<file path="src/rtl/pcm_dbl_pkg.sv">
package pcm_dbl_pkg;
  localparam int CSR_W    = 32;
  localparam int EN_BIT   = CSR_W - 1;
  localparam int MODE_BIT = 0;

  typedef enum logic {
    MODE_REPEAT  = 1'b0,
    MODE_AVERAGE = 1'b1
  } dbl_mode_e;

  typedef struct packed {
    logic      en;
    dbl_mode_e mode;
  } dbl_cfg_t;
endpackage

</file>
<file path="src/rtl/pcm_dbl_ctrl.sv">
module pcm_dbl_ctrl
  import pcm_dbl_pkg::*;
(
  input  logic             clk,
  input  logic             rst,
  input  logic             we,
  input  logic [CSR_W-1:0] wdata,
  output logic [CSR_W-1:0] rdata,
  output dbl_cfg_t         cfg,
  output logic             en_rise
);
  logic en_q;
  logic mode_q;

  always_ff @(posedge clk) begin
    if (rst) begin
      en_q   <= 1'b0;
      mode_q <= 1'b0;
    end else if (we) begin
      en_q   <= wdata[EN_BIT];
      mode_q <= wdata[MODE_BIT];
    end
  end

  // a write that switches the doubler on from off
  assign en_rise = we && wdata[EN_BIT] && !en_q;

  always_comb begin
    rdata           = '0;
    rdata[EN_BIT]   = en_q;
    rdata[MODE_BIT] = mode_q;
  end

  assign cfg.en   = en_q;
  assign cfg.mode = dbl_mode_e'(mode_q);
endmodule

</file>
<file path="src/rtl/pcm_dbl_avg.sv">
module pcm_dbl_avg #(
  parameter int DATA_W = 24
) (
  input  logic [DATA_W-1:0] a,
  input  logic [DATA_W-1:0] b,
  output logic [DATA_W-1:0] y
);
  localparam int SUM_W = DATA_W + 1;

  logic [SUM_W-1:0] sum;

  // sign-extend both, add, and drop the LSB: floor of the signed mean
  assign sum = {a[DATA_W-1], a} + {b[DATA_W-1], b};
  assign y   = sum[SUM_W-1:1];
endmodule

</file>
<file path="src/rtl/pcm_dbl_core.sv">
module pcm_dbl_core
  import pcm_dbl_pkg::*;
#(
  parameter int DATA_W = 24
) (
  input  logic              clk,
  input  logic              rst,
  input  dbl_cfg_t          cfg,
  input  logic              en_rise,
  input  logic              in_valid,
  output logic              in_ready,
  input  logic [DATA_W-1:0] in_data,
  output logic              out_valid,
  input  logic              out_ready,
  output logic [DATA_W-1:0] out_data
);
  logic              pend_q;
  logic [DATA_W-1:0] pend_data_q;
  logic [DATA_W-1:0] prev_q;
  logic [DATA_W-1:0] avg_w;
  logic              take;

  pcm_dbl_avg #(.DATA_W(DATA_W)) u_avg (
    .a (prev_q),
    .b (in_data),
    .y (avg_w)
  );

  assign in_ready = !pend_q && (!out_valid || out_ready);
  assign take     = in_valid && in_ready;

  always_ff @(posedge clk) begin
    if (rst) begin
      out_valid   <= 1'b0;
      out_data    <= '0;
      pend_q      <= 1'b0;
      pend_data_q <= '0;
      prev_q      <= '0;
    end else begin
      if (take) begin
        prev_q    <= in_data;
        out_valid <= 1'b1;
        if (!cfg.en) begin
          out_data <= in_data;
        end else begin
          pend_q      <= 1'b1;
          pend_data_q <= in_data;
          out_data    <= (cfg.mode == MODE_AVERAGE) ? avg_w : in_data;
        end
      end else if (out_valid && out_ready) begin
        if (pend_q) begin
          out_data <= pend_data_q;
          pend_q   <= 1'b0;
        end else begin
          out_valid <= 1'b0;
        end
      end
      // enabling starts the averaging history from zero
      if (en_rise) prev_q <= '0;
    end
  end
endmodule

</file>
<file path="src/rtl/pcm_rate_doubler.sv">
module pcm_rate_doubler
  import pcm_dbl_pkg::*;
#(
  parameter int DATA_W = 24
) (
  input  logic              clk,
  input  logic              rst,
  input  logic              ctrl_we,
  input  logic [CSR_W-1:0]  ctrl_wdata,
  output logic [CSR_W-1:0]  ctrl_rdata,
  input  logic              in_valid,
  output logic              in_ready,
  input  logic [DATA_W-1:0] in_data,
  output logic              out_valid,
  input  logic              out_ready,
  output logic [DATA_W-1:0] out_data
);
  dbl_cfg_t cfg;
  logic     en_rise;

  pcm_dbl_ctrl u_ctrl (
    .clk     (clk),
    .rst     (rst),
    .we      (ctrl_we),
    .wdata   (ctrl_wdata),
    .rdata   (ctrl_rdata),
    .cfg     (cfg),
    .en_rise (en_rise)
  );

  pcm_dbl_core #(.DATA_W(DATA_W)) u_core (
    .clk       (clk),
    .rst       (rst),
    .cfg       (cfg),
    .en_rise   (en_rise),
    .in_valid  (in_valid),
    .in_ready  (in_ready),
    .in_data   (in_data),
    .out_valid (out_valid),
    .out_ready (out_ready),
    .out_data  (out_data)
  );
endmodule

</file>
<file path="config.mk">
export PLATFORM = sky130hd
export DESIGN_NAME = pcm_rate_doubler
export DESIGN_NICKNAME = d
export VERILOG_FILES = /design/src/rtl/pcm_dbl_pkg.sv /design/src/rtl/pcm_dbl_ctrl.sv /design/src/rtl/pcm_dbl_avg.sv /design/src/rtl/pcm_dbl_core.sv /design/src/rtl/pcm_rate_doubler.sv
export SDC_FILE = /design/constraint.sdc
export NUM_CORES = 1
export LEC_CHECK = 0
export CORE_ASPECT_RATIO = 1.5
export CORE_MARGIN = 1.5
export CORE_UTILIZATION = 30
export CTS_BUF_LIST = sky130_fd_sc_hd__clkbuf_8 sky130_fd_sc_hd__clkbuf_16
export DETAILED_ROUTE_END_ITERATION = 12
export PLACE_DENSITY = 0.5
export RECOVER_POWER = 25
export SLEW_MARGIN = 15
export SYNTH_ARGS = -nofsm -noshare
export SYNTH_HDL_FRONTEND = slang
export SYNTH_SLANG_ARGS = --single-unit
</file>
<file path="constraint.sdc">
create_clock -name clk -period 3.1 [get_ports clk]
set_input_delay 0.62 -clock clk [delete_from_list [all_inputs] [get_ports clk]]
set_output_delay 0.62 -clock clk [all_outputs]
set_load 0.02 [all_outputs]
</file>
# After elaboration in Yosys (flattened, before gate mapping)
# Cells that the tools add are included.
# classes
addsub	1
n_eq_ne	2
n_mux	11
reduce_logical	16
# op_table
cell	n
$mux W24	5
$add A24 B24 Y25	1
$reduce_and A2 Y1	4
$mux W1	6
$logic_and A1 B1 Y1	5
$ne A2 B2 Y1 const B	2
$reduce_bool A2 Y1	2
$logic_not A1 Y1	3
$reduce_or A2 Y1	1
$logic_or A1 B1 Y1	1
# word_totals
register_bits	76
input_bits	61
out_inout_bits	58
wordCells	37

# Longest topological paths before layout
# Gate-level depths: netlist (run 1).
# depth
word_depth	6
ltp_mapped	10

# Cells and area by module
# A second synthesis (run 1) with hierarchy kept.
# hier_totals
cells_unflattened	573
hier_area_um2	5012.3
# by_module_without_submodules
module	n_inst	cells_per_inst	area_each_um2
pcm_dbl_core	1	381	3545.9
pcm_dbl_avg	1	150	1129.8
pcm_dbl_ctrl	1	42	336.6

# Least setup slack after synthesis (run 1)
# OpenSTA, ideal clock, no wires.
# synth_path
kind	input port to flip-flop
start	input in_data[0]
end	register u_core.out_data[15]
setup_ps	128
arrival_ps	2624
slack_ps	348
cell_stages	10
path_buffers	0
cell_sequence	and2_1 -> fa_1 -> a21o_2 -> a221oi_2 -> nor3b_2 -> o21ai_4 -> o31ai_4 -> o221a_2 -> a221oi_2 -> nor2_1
# synth_between
elab_chain_cells	4
# synth_lines
item	line_no	rtl
start, declared	pcm_rate_doubler.sv:13	input logic [DATA_W-1:0] in_data,
$add A24 B24 Y25	pcm_dbl_avg.sv:13	assign sum = {a[DATA_W-1], a} + {b[DATA_W-1], b};
$mux W24	pcm_dbl_core.sv:48	out_data <= (cfg.mode == MODE_AVERAGE) ? avg_w : in_data;
$mux W24	pcm_dbl_core.sv:43	if (!cfg.en) begin
$mux W24	pcm_dbl_core.sv:40	if (take) begin
end signal, assigned	pcm_dbl_core.sv:44	out_data <= in_data;
end signal, assigned	pcm_dbl_core.sv:48	
end signal, assigned	pcm_dbl_core.sv:52	out_data <= pend_data_q;
end, declared	pcm_dbl_core.sv:15	output logic [DATA_W-1:0] out_data
# No other way between the ends.
# A chain may end at the register's enable or synchronous reset.

# Final worst setup path (run 1)
# layout_path
start	input in_data[0]
end	register u_core.out_data[21]
# Same word-level chain as after synthesis.

==> flow_metrics.py, run 1 <==
metrics = {
    "sta": {
        "finalSetupViolCount": 0,
        "setup_ws_ns": 0.187,
        "slew_violations": 0,
        "tightestPinTransition_ns": 0.642,
        "slew-limit-headroom_pct": 57.2,
        "post-route-min-period_ns": 2.91,
        "finalHoldViolCount": 0,
        "rsz0062_at_grt": "no",
        "fin_skew_ns": 0.00420,
        "finalCritPeriodShare_pct": 94.0,
        "fmax_ghz": 0.343,
        "finalSetupTns_ns": 0,
    },
    "setup_path": {
        "start_kind": "primary input",
        "path_buf_inv": 1,
        "cp_top_family": "compound AO/OA/AOI/OAI gates",
        "reg2regPathDepth": 10,
        "worstSetupPathType": "in -> reg",
        "crit_path_max_incr_delay_ns": 0.42,
        "crit_start": "in_data[0]",
        "slowest_stage": "clkdlybuf4s50_1",
        "end_kind": "flip-flop",
        "cp_max_fo": 3,
        "cp_cell_sequence": "clkdlybuf4s50_1 > and2_1 > fa_1 > a21o_2 > a221oi_4 > nor3b_2 > o21ai_4 > o21a_1 > o21ai_2 > xnor2_1 > a311oi_1",
        "timing.rr.end": "u_core.out_data[21]$_SDFFE_PP0P_",
        "rr_startpoint": "u_core.prev_q[0]$_SDFFE_PP0P_",
        "required_ns": 3.29,
        "r2r_slack_ns": 0.59,
        "crit_end": "u_core.out_data[21]$_SDFFE_PP0P_",
        "worstPathArrival_ns": 3.10,
        "worst-path-stages": 11,
    },
    "power": {
        "clkPwrFrac_pct": 35.8,
        "p_leak_nw": 2.35,
        "comb_power_share_pct": 24.1,
        "p_seq_share_pct": 40.1,
        "p_int_w": 0.00184,
        "p_switching_w": 0.000801,
        "irDropWorstVdd_uv": 264,
        "swShare_pct": 30.3,
        "power_density_nw_per_um2": 459,
    },
    "synthesis": {
        "synth_xor_xnor_area_share_pct": 3.52,
        "syn_area_um2": 4480,
        "synth_seq_cells": 76,
        "yosys.area_share.simple_pct": 19.1,
        "yosysUniqueCellTypes": 58,
        "synth_fa_ha_area_share_pct": 6.86,
        "ys_seq_area_share_pct": 33.9,
        "synth.area.mux_share_pct": 0.893,
        "syn_inst": 582,
        "syn_area_per_cell_um2": 7.70,
        "yosysWarningCount": 0,
        "synth-async-reset-ratio_pct": 0,
        "synth-edff-count": 0,
        "synth_top_family_by_area": "compound AO/OA/AOI/OAI gates",
        "synth_ff_type": "dfxtp_1",
        "synth-compound-area-share_pct": 26.5,
    },
    "layout": {
        "stdcell_area_um2": 5760,
        "area_delta_synth_final_pct": 28.3,
        "nets": 759,
        "utilization_pct": 39.4,
        "drive_gt1_share_pct": 13.7,
        "antenna_cells": 0,
        "fillers": 1559,
    },
    "clock_network": {
        "clk_latency_ns": 0.33,
        "clockBufferDepth": 2,
        "cts_sinks": 76,
        "h-tree-depth": 3,
        "hold_buffers": 0,
        "numCtsBuffers": 9,
        "cts-root-buf": "clkbuf_16",
        "cts_tree": "done",
        "clkSlewWorstSetupHoldPaths_ns": 0.06,
    },
    "global_route": {
        "grt_max_degree": 53,
        "gr-total-overflow": 0,
        "grt_pass1_wl_mm": 21.7,
        "grt_pass1_vias": 4274,
        "antenna_found_initial": 0,
        "grt_use_total_pct": 18.0,
    },
    "place": {
        "io_buffers": 58,
        "dp_slack_ns": -0.213,
        "hpwl_mm": 10.1,
        "place_congestion": 0.866,
        "dpl_cell_area_um2": 5470,
    },
    "detailed_routing": {
        "wl_per_cell_um": 15.7,
        "vias": 4314,
        "route.detailed.drc": 0,
        "vias_per_cell": 4.94,
        "wl_mm": 13.7,
        "drtPass1Iterations": 4,
        "ant_nets": 0,
        "drt_iter0_markers": 159,
    },
    "die": {
        "core.rowCount": 54,
        "dieArea_um2": 15700,
        "die_h_um": 153,
        "io_pins": 119,
        "die_w_um": 103,
        "start_util_pct": 30.7,
        "coreArea_um2": 14600,
    },
    "status": {
        "outcome": "finished clean",
    },
    "job": {
        "drv_cap": 0,
    },
    "min_path": {
        "hp-class": "reg -> reg",
    },
}
[stage by stage]
step	power [W]	hold slack, ns	std cells
detailed placement	0.00172	0.447	858
CTS	0.00268	0.454	872
global placement	0.00172	0.442	858
global route	0.00277	0.467	873
floorplan	0.00148	0.436	611
finish	0.00264	0.454	873
[how the worst min path moves through the flow]
stage	from	end	slack [ns]	cells after the start
after detailed placement	u_core.pend_data_q[3]$_SDFFE_PP0P_	u_core.pend_data_q[3]$_SDFFE_PP0P_	0.45	2
after global routing	u_core.pend_data_q[2]$_SDFFE_PP0P_	u_core.pend_data_q[2]$_SDFFE_PP0P_	0.47	2
after CTS	u_core.pend_data_q[3]$_SDFFE_PP0P_	u_core.pend_data_q[3]$_SDFFE_PP0P_	0.45	2
final	u_core.pend_data_q[3]$_SDFFE_PP0P_	u_core.pend_data_q[3]$_SDFFE_PP0P_	0.45	2
after floorplan	u_core.pend_data_q[13]$_SDFFE_PP0P_	u_core.pend_data_q[13]$_SDFFE_PP0P_	0.44	2
after global placement	u_core.pend_data_q[5]$_SDFFE_PP0P_	u_core.pend_data_q[5]$_SDFFE_PP0P_	0.44	2
[cell type report]
cell class	instances	area, µm²	area share, %
Timing Repair Buffer	115	1020	17.7
Tap cell	196	245	4.26
Multi-Input combinational cell	463	2680	46.6
Clock inverter	4	20.0	0.348
Clock buffer	10	239	4.15
Sequential cell	76	1520	26.4
Inverter	9	33.8	0.587
[cells in the final DEF, fill, tap and decap left out, types with 3 or more instances in the layout]
cell,n
nand3_1,10
nand4_1,3
nand2_1,142
xnor2_1,10
a211oi_1,5
buf_4,56
a21o_2,3
a21o_1,11
conb_1,30
a311oi_1,7
a31oi_1,6
clkbuf_16,9
and2_1,4
nor2_1,16
inv_1,11
nor3_1,9
o21a_1,3
nor2b_1,3
and3_1,3
ha_1,23
dfxtp_1,76
o22ai_1,5
xor2_1,8
o211ai_1,13
mux2i_1,4
dlygate4sd3_1,25
o21ai_0,16
clkdlybuf4s50_1,32
a21oi_1,93
[per-layer routing]
metal  GRT usage, %  vias to the layer above  routed length, µm
met3           2.75                       23                514
met1           19.9                     2017               5540
li1               -                     2166                  -
met5              0                        -                  0
met4           6.89                        0                396
met2           33.4                      108               7240
[Yosys cell counts, types with 3 or more instances]
cell type,n,area share (%)
o211ai_1,13,2.2
buf_2,5,0.56
nor2b_1,3,0.42
nor3_1,9,1.0
buf_1,5,0.42
a21o_2,3,0.59
a21o_1,11,1.8
o21a_1,3,0.50
a21oi_1,94,10
a211oi_1,6,1.0
nand4_1,3,0.42
o22ai_1,5,0.70
xor2_1,8,1.6
buf_4,32,5.4
dfxtp_1,76,34
nand3_1,10,1.1
nand2_1,142,12
inv_1,9,0.75
ha_1,23,6.4
nor2_1,16,1.3
a31oi_1,6,0.84
mux2i_1,4,0.89
a311oi_1,7,1.4
o21ai_0,16,1.8
and3_1,3,0.42
clkbuf_1,19,1.6
xnor2_1,10,2.0
and2_1,4,0.56
[state kept, by name (all words and copies together) (netlist names)]
| name | count |
|---|---|
| u_core.prev_q | 24 |
| u_core.pend_q | 1 |
| u_core.pend_data_q | 24 |
| u_core.out_valid | 1 |
| u_ctrl.mode_q | 1 |
| u_core.out_data | 24 |
| u_ctrl.en_q | 1 |
[cells by family after synthesis]
family / Yosys count
AO/OA/AOI/OAI: 186
XOR/XNOR: 18
adder cells (fa/ha/maj): 24
buffers and inverters: 72
flip-flops: 76
multiplexers: 4
other: 1
AND/OR/NAND/NOR: 201
[worst register-to-register path, delay by kind of cell, from the launching register on]
family | cells | cell delay [ns]
flops | 1 | 0.32
simple gates | 2 | 0.26
compound gates | 6 | 1.17
xor+xnor | 1 | 0.25
fa+ha+maj | 1 | 0.38
[power by group through the flow]
stage	sequential, W	combinational, W	clock, W
6_report	0.00106	0.000637	0.000947
5_1_grt	0.00106	0.000699	0.00101
4_1_cts	0.00106	0.000644	0.000974
3_5_place_dp	0.00108	0.000641	0
3_3_place_gp	0.00108	0.000637	0
2_1_floorplan	0.00110	0.000384	0
[what timing repair did]
| item | 4_1_cts | 5_1_grt |
|---|---|---|
| setup buffers | 0 | 1 |
| endpoints found under the hold margin | 0 | 0 |
| setup endpoints to repair | 0 | 2 |
| resized for setup | 0 | 3 |
(Power assumes the default switching activity.)
==> inputs of run 2 (changes only) <==
--- a/config.mk
+++ b/config.mk
@@ -5,12 +5,13 @@
 export SDC_FILE = /design/constraint.sdc
 export NUM_CORES = 1
 export LEC_CHECK = 0
+export CAP_MARGIN = 20
 export CORE_ASPECT_RATIO = 1.5
-export CORE_MARGIN = 1.5
+export CORE_MARGIN = 2
 export CORE_UTILIZATION = 30
 export CTS_BUF_LIST = sky130_fd_sc_hd__clkbuf_8 sky130_fd_sc_hd__clkbuf_16
 export DETAILED_ROUTE_END_ITERATION = 12
-export PLACE_DENSITY = 0.5
+export PLACE_DENSITY = 0.52
 export RECOVER_POWER = 25
 export SLEW_MARGIN = 15
 export SYNTH_ARGS = -nofsm -noshare
==> constraint.sdc (replaced) <==
create_clock -name clk -period 2.5 [get_ports clk]
set_input_delay 0.5 -clock clk [delete_from_list [all_inputs] [get_ports clk]]
set_output_delay 0.5 -clock clk [all_outputs]
set_load 0.02 [all_outputs]
==> run 2 against run 1 <==
- flip-flop and latch count stayed put
- die area is 1.6% higher
- count of clock-buffer cells in the layout is 1 higher
- via count is 5.9% higher
- final area is 8.7% higher
- clock skew is 0.0052 ns higher
- sequential power is 25% higher
- cell count is 3.4% higher
- global-route usage is 0.52 points higher
- sequential share of layout area is 2.1 points lower
- first-iteration DRC count is 14% lower
- worst setup slack worse by 0.088 ns
- critical endpoint is now u_core.out_data[15]$_SDFFE_PP0P_
- largest cell class unchanged
==> flow_metrics.py, run 2 (same netlist as run 1, synthesis figures left out) <==
metrics = {
    "setup_path": {
        "worstPathArrival_ns": 2.64,
        "cp_max_fo": 3,
        "worstSetupPathType": "in -> reg",
        "start_kind": "primary input",
        "required_ns": 2.73,
        "end_kind": "flip-flop",
    },
    "sta": {
        "finalHoldViolCount": 0,
        "slew-limit-headroom_pct": 52.3,
        "finalCritPeriodShare_pct": 96.1,
        "fin_skew_ns": 0.00940,
        "finalSetupTns_ns": 0,
        "rsz0062_at_grt": "yes",
        "post-route-min-period_ns": 2.40,
        "tightestPinTransition_ns": 0.716,
        "fmax_ghz": 0.416,
        "slew_violations": 0,
        "finalSetupViolCount": 0,
    },
    "clock_network": {
        "hold_buffers": 0,
        "cts_tree": "done",
        "cts_sinks": 76,
        "clockBufferDepth": 2,
        "clk_latency_ns": 0.35,
        "clkSlewWorstSetupHoldPaths_ns": 0.06,
        "cts-root-buf": "clkbuf_16",
        "numCtsBuffers": 9,
        "h-tree-depth": 3,
    },
    "layout": {
        "fillers": 1504,
        "area_delta_synth_final_pct": 39.5,
        "stdcell_area_um2": 6260,
        "drive_gt1_share_pct": 20.5,
        "mostFrequentLayoutCells": "nand2_1, a21oi_1, buf_4, dfxtp_1, clkdlybuf4s50_1",
        "mostFrequentLayoutCell": "nand2_1",
        "nets": 787,
        "antenna_cells": 0,
        "largestRegisters": "u_core.out_data (24), u_core.pend_data_q (24), u_core.prev_q (24)",
    },
    "global_route": {
        "grt_pass1_wl_mm": 23.4,
        "grt_pass1_vias": 4644,
        "gr-total-overflow": 0,
        "grt_use_total_pct": 18.5,
        "grt_max_degree": 26,
        "antenna_found_initial": 0,
    },
    "die": {
        "die_h_um": 154,
        "dieArea_um2": 16000,
        "core.rowCount": 54,
        "io_pins": 119,
        "start_util_pct": 30.7,
        "coreArea_um2": 14600,
        "die_w_um": 104,
    },
    "detailed_routing": {
        "wl_mm": 14.6,
        "ant_nets": 0,
        "drtPass1Iterations": 4,
        "drt_iter0_markers": 136,
        "vias_per_cell": 5.06,
        "vias": 4569,
        "wl_per_cell_um": 16.1,
        "route.detailed.drc": 0,
    },
    "place": {
        "dpl_cell_area_um2": 5710,
        "hpwl_mm": 10.4,
        "io_buffers": 58,
        "place_congestion": 0.858,
    },
    "power": {
        "irDropWorstVdd_uv": 284,
        "swShare_pct": 28.0,
        "p_int_w": 0.00270,
        "power_density_nw_per_um2": 599,
        "comb_power_share_pct": 23.6,
        "p_seq_share_pct": 35.2,
        "p_leak_nw": 2.53,
        "p_switching_w": 0.00105,
        "clkPwrFrac_pct": 41.2,
    },
    "status": {
        "outcome": "finished clean",
    },
    "min_path": {
        "hp-class": "reg -> reg",
    },
    "job": {
        "drv_cap": 0,
    },
}
run 2: critical path, cell delays in order:
cell             delay, ns
clkdlybuf4s15_1       0.19
and2_4                0.15
fa_2                  0.37
a21o_4                0.24
a221oi_4              0.27
nor3b_2               0.11
o21ai_4               0.20
o31ai_4               0.08
o221a_2               0.24
a221oi_2              0.22
nor2_1                0.07
run 2: what timing repair did:
item,CTS,global route
endpoints found under the setup margin,15,15
gates resized for setup,21,21
pin swaps,17,10
buffers inserted,1,1
run 2: path summary, 6_finish.rpt:
kind | start | to | slack [ns] | cells past startpoint
setup reg to reg | u_core.prev_q[0]$_SDFFE_PP0P_ | u_core.out_data[15]$_SDFFE_PP0P_ | 0.12 | 10
hold / removal | u_core.pend_data_q[2]$_SDFFE_PP0P_ | u_core.pend_data_q[2]$_SDFFE_PP0P_ | 0.46 | 2
setup / recovery | in_data[0] | u_core.out_data[15]$_SDFFE_PP0P_ | 0.1 | 11
hold reg to reg | u_core.pend_data_q[2]$_SDFFE_PP0P_ | u_core.pend_data_q[2]$_SDFFE_PP0P_ | 0.46 | 2
run 2: power groups by stage:
stage	Clock, W	Sequential, W	Combinational, W
2_1_floorplan	0	0.00136	0.000480
3_3_place_gp	0	0.00134	0.000839
3_5_place_dp	0	0.00134	0.000844
4_1_cts	0.00158	0.00132	0.000867
5_1_grt	0.00163	0.00132	0.000963
6_report	0.00154	0.00132	0.000884
run 2: layout make-up:
type	count	area [µm²]	share of cell area (%)
tap	196	245	3.92
multi-input combinational	463	2840	45.5
clock buffer	11	253	4.04
inverter	9	33.8	0.540
sequential	76	1520	24.3
timing repair buffer	143	1260	20.1
clock inverter	5	98.8	1.58
run 2: per-layer routing:
metal / GRT usage (%) / wire length [µm] / vias up
met2: 35.5 / 7740 / 118
met5: 0 / 0 / -
li1: - / - / 2225
met4: 8.94 / 462 / 0
met1: 19.3 / 5920 / 2195
met3: 3.01 / 461 / 31
run 2: per-stage QoR:
stage / total power [W] / utilization (%) / worst slack, ns / cells / hold slack [ns]
floorplan: 0.00184 / - / 0.00321 / 611 / 0.436
finish: 0.00375 / 42.9 / 0.0986 / 903 / 0.455
global placement: 0.00218 / 39.1 / -0.571 / 885 / 0.443
detailed placement: 0.00219 / 39.1 / -0.584 / 885 / 0.447
CTS: 0.00376 / 42.2 / 0.00227 / 902 / 0.455
global route: 0.00392 / 42.9 / -0.0140 / 903 / 0.471
==> inputs of run 3 (changes only) <==
--- a/config.mk
+++ b/config.mk
@@ -7,7 +7,7 @@
 export LEC_CHECK = 0
 export CAP_MARGIN = 20
 export CORE_ASPECT_RATIO = 1.5
-export CORE_MARGIN = 2
+export CORE_MARGIN = 10
 export CORE_UTILIZATION = 30
 export CTS_BUF_LIST = sky130_fd_sc_hd__clkbuf_8 sky130_fd_sc_hd__clkbuf_16
 export DETAILED_ROUTE_END_ITERATION = 12
==> run 3 against run 2 <==
- first-iteration DRC count rose by 19%
- sequential share of layout area rose by 0.30 points
- clock skew fell by 0.0053 ns
- via count fell by 1.7%
- highest routed layer unchanged
==> flow_metrics.py, run 3 (same netlist as run 1, synthesis figures left out) <==
metrics = {
    "setup_path": {
        "cpMostUsedCell": "a21o_1",
        "worstSetupPathType": "in -> reg",
        "slowest_stage": "clkdlybuf4s50_1",
        "cp_max_fo": 2,
        "worstPathArrival_ns": 2.61,
        "required_ns": 2.72,
        "end_kind": "flip-flop",
        "reg2regPathDepth": 8,
        "start_kind": "primary input",
        "cp_cell_sequence": "clkdlybuf4s50_1 > ha_1 > a21o_1 > a21o_1 > a21oi_2 > o21ba_2 > o31ai_4 > o221a_2 > a221oi_2 > nor2_1",
        "crit_path_max_incr_delay_ns": 0.45,
    },
    "sta": {
        "finalSetupTns_ns": 0,
        "rsz0062_at_grt": "no",
        "fmax_ghz": 0.418,
        "slew_violations": 0,
        "tightestPinTransition_ns": 0.665,
        "finalSetupViolCount": 0,
        "fin_skew_ns": 0.00412,
        "finalHoldWorstSlack_ns": 0.454,
        "finalCritPeriodShare_pct": 95.8,
        "post-route-min-period_ns": 2.39,
        "finalHoldViolCount": 0,
        "setup_ws_ns": 0.106,
        "slew-limit-headroom_pct": 55.6,
    },
    "die": {
        "die_h_um": 170,
        "start_util_pct": 30.7,
        "die_w_um": 120,
        "coreArea_um2": 14600,
        "io_pins": 119,
        "dieArea_um2": 20300,
        "core.rowCount": 54,
    },
    "status": {
        "outcome": "finished clean",
    },
    "clock_network": {
        "hold_buffers": 0,
        "numCtsBuffers": 9,
        "clk_latency_ns": 0.34,
        "cts_tree": "done",
        "h-tree-depth": 3,
        "cts_sinks": 76,
        "cts-root-buf": "clkbuf_16",
        "clkSlewWorstSetupHoldPaths_ns": 0.06,
        "clockBufferDepth": 2,
    },
    "global_route": {
        "grt_max_degree": 29,
        "gr-total-overflow": 0,
        "grt_pass1_wl_mm": 23.9,
        "grt_use_total_pct": 14.7,
        "grt_pass1_vias": 4652,
        "antenna_found_initial": 0,
    },
    "place": {
        "io_buffers": 58,
        "dp_slack_ns": -0.610,
        "hpwl_mm": 11.1,
        "numPlacedInstances": 884,
        "place_congestion": 0.878,
    },
    "detailed_routing": {
        "drt_iter0_markers": 162,
        "wl_per_cell_um": 16.7,
        "wl_mm": 15.1,
        "ant_nets": 0,
        "vias": 4490,
        "vias_per_cell": 4.97,
        "route.detailed.drc": 0,
        "drtPass1Iterations": 6,
    },
    "min_path": {
        "hp-class": "reg -> reg",
        "min_path_cells": 2,
    },
    "layout": {
        "drive_gt1_share_pct": 20.1,
        "largestRegisters": "u_core.out_data (24), u_core.pend_data_q (24), u_core.prev_q (24)",
        "area_delta_synth_final_pct": 37.8,
        "instances_no_fill": 903,
        "nets": 787,
        "antenna_cells": 0,
        "mostFrequentLayoutCell": "nand2_1",
        "mostFrequentLayoutCells": "nand2_1, a21oi_1, buf_4, dfxtp_1, conb_1",
    },
    "power": {
        "p_leak_nw": 2.55,
        "p_total_w": 0.00361,
        "irDropWorstVdd_uv": 365,
        "power_density_nw_per_um2": 584,
    },
    "job": {
        "drv_cap": 0,
    },
}
[run 3: timing repair]
action | CTS | global route
pin swaps | 19 | 13
endpoints found under the setup margin | 16 | 16
resized for setup | 22 | 19
buffers inserted | 2 | 1
[run 3: metrics by stage]
stage	cell area, µm²	utilization, %
after global routing	6180	42.4
after floorplan	4610	-
after CTS	6120	41.9
after global placement	5690	39.0
final	6180	42.4
after detailed placement	5690	39.0
[run 3: worst max-delay path: cells and delay by family]
kind | cells | cell delay [ns]
adder cells (fa/ha/maj) | 1 | 0.33
AND/OR/NAND/NOR | 1 | 0.06
buffers and inverters | 1 | 0.45
AO/OA/AOI/OAI | 7 | 1.27
[run 3: final timing paths]
check	from	end	slack, ns
setup / recovery	in_data[11]	u_core.out_data[15]$_SDFFE_PP0P_	0.11
setup reg to reg	u_core.prev_q[0]$_SDFFE_PP0P_	u_core.out_data[9]$_SDFFE_PP0P_	0.12
hold / removal	u_core.pend_data_q[21]$_SDFFE_PP0P_	u_core.pend_data_q[21]$_SDFFE_PP0P_	0.45
hold reg to reg	u_core.pend_data_q[21]$_SDFFE_PP0P_	u_core.pend_data_q[21]$_SDFFE_PP0P_	0.45
[run 3: layout make-up]
cell class	count	area [µm²]
clock buffer	10	239
tap	196	245
timing repair buffer	143	1230
sequential	76	1520
inverter	9	33.8
clock inverter	6	78.8
multi-input combinational	463	2830
fill	1531	8410
[run 3: layer usage]
metal,GRT usage [%],vias to the layer above,routed length [µm]
li1,-,2222,-
met1,14.2,2146,5740
met2,28.3,100,8350
met3,3.36,22,681
met4,7.16,0,349
met5,0,-,0
[run 3: report_power, final]
group          total, W  internal (W)  switching [W]
clock network   0.00142      0.000893       0.000527
registers       0.00132       0.00127      0.0000426
logic          0.000872      0.000383       0.000489
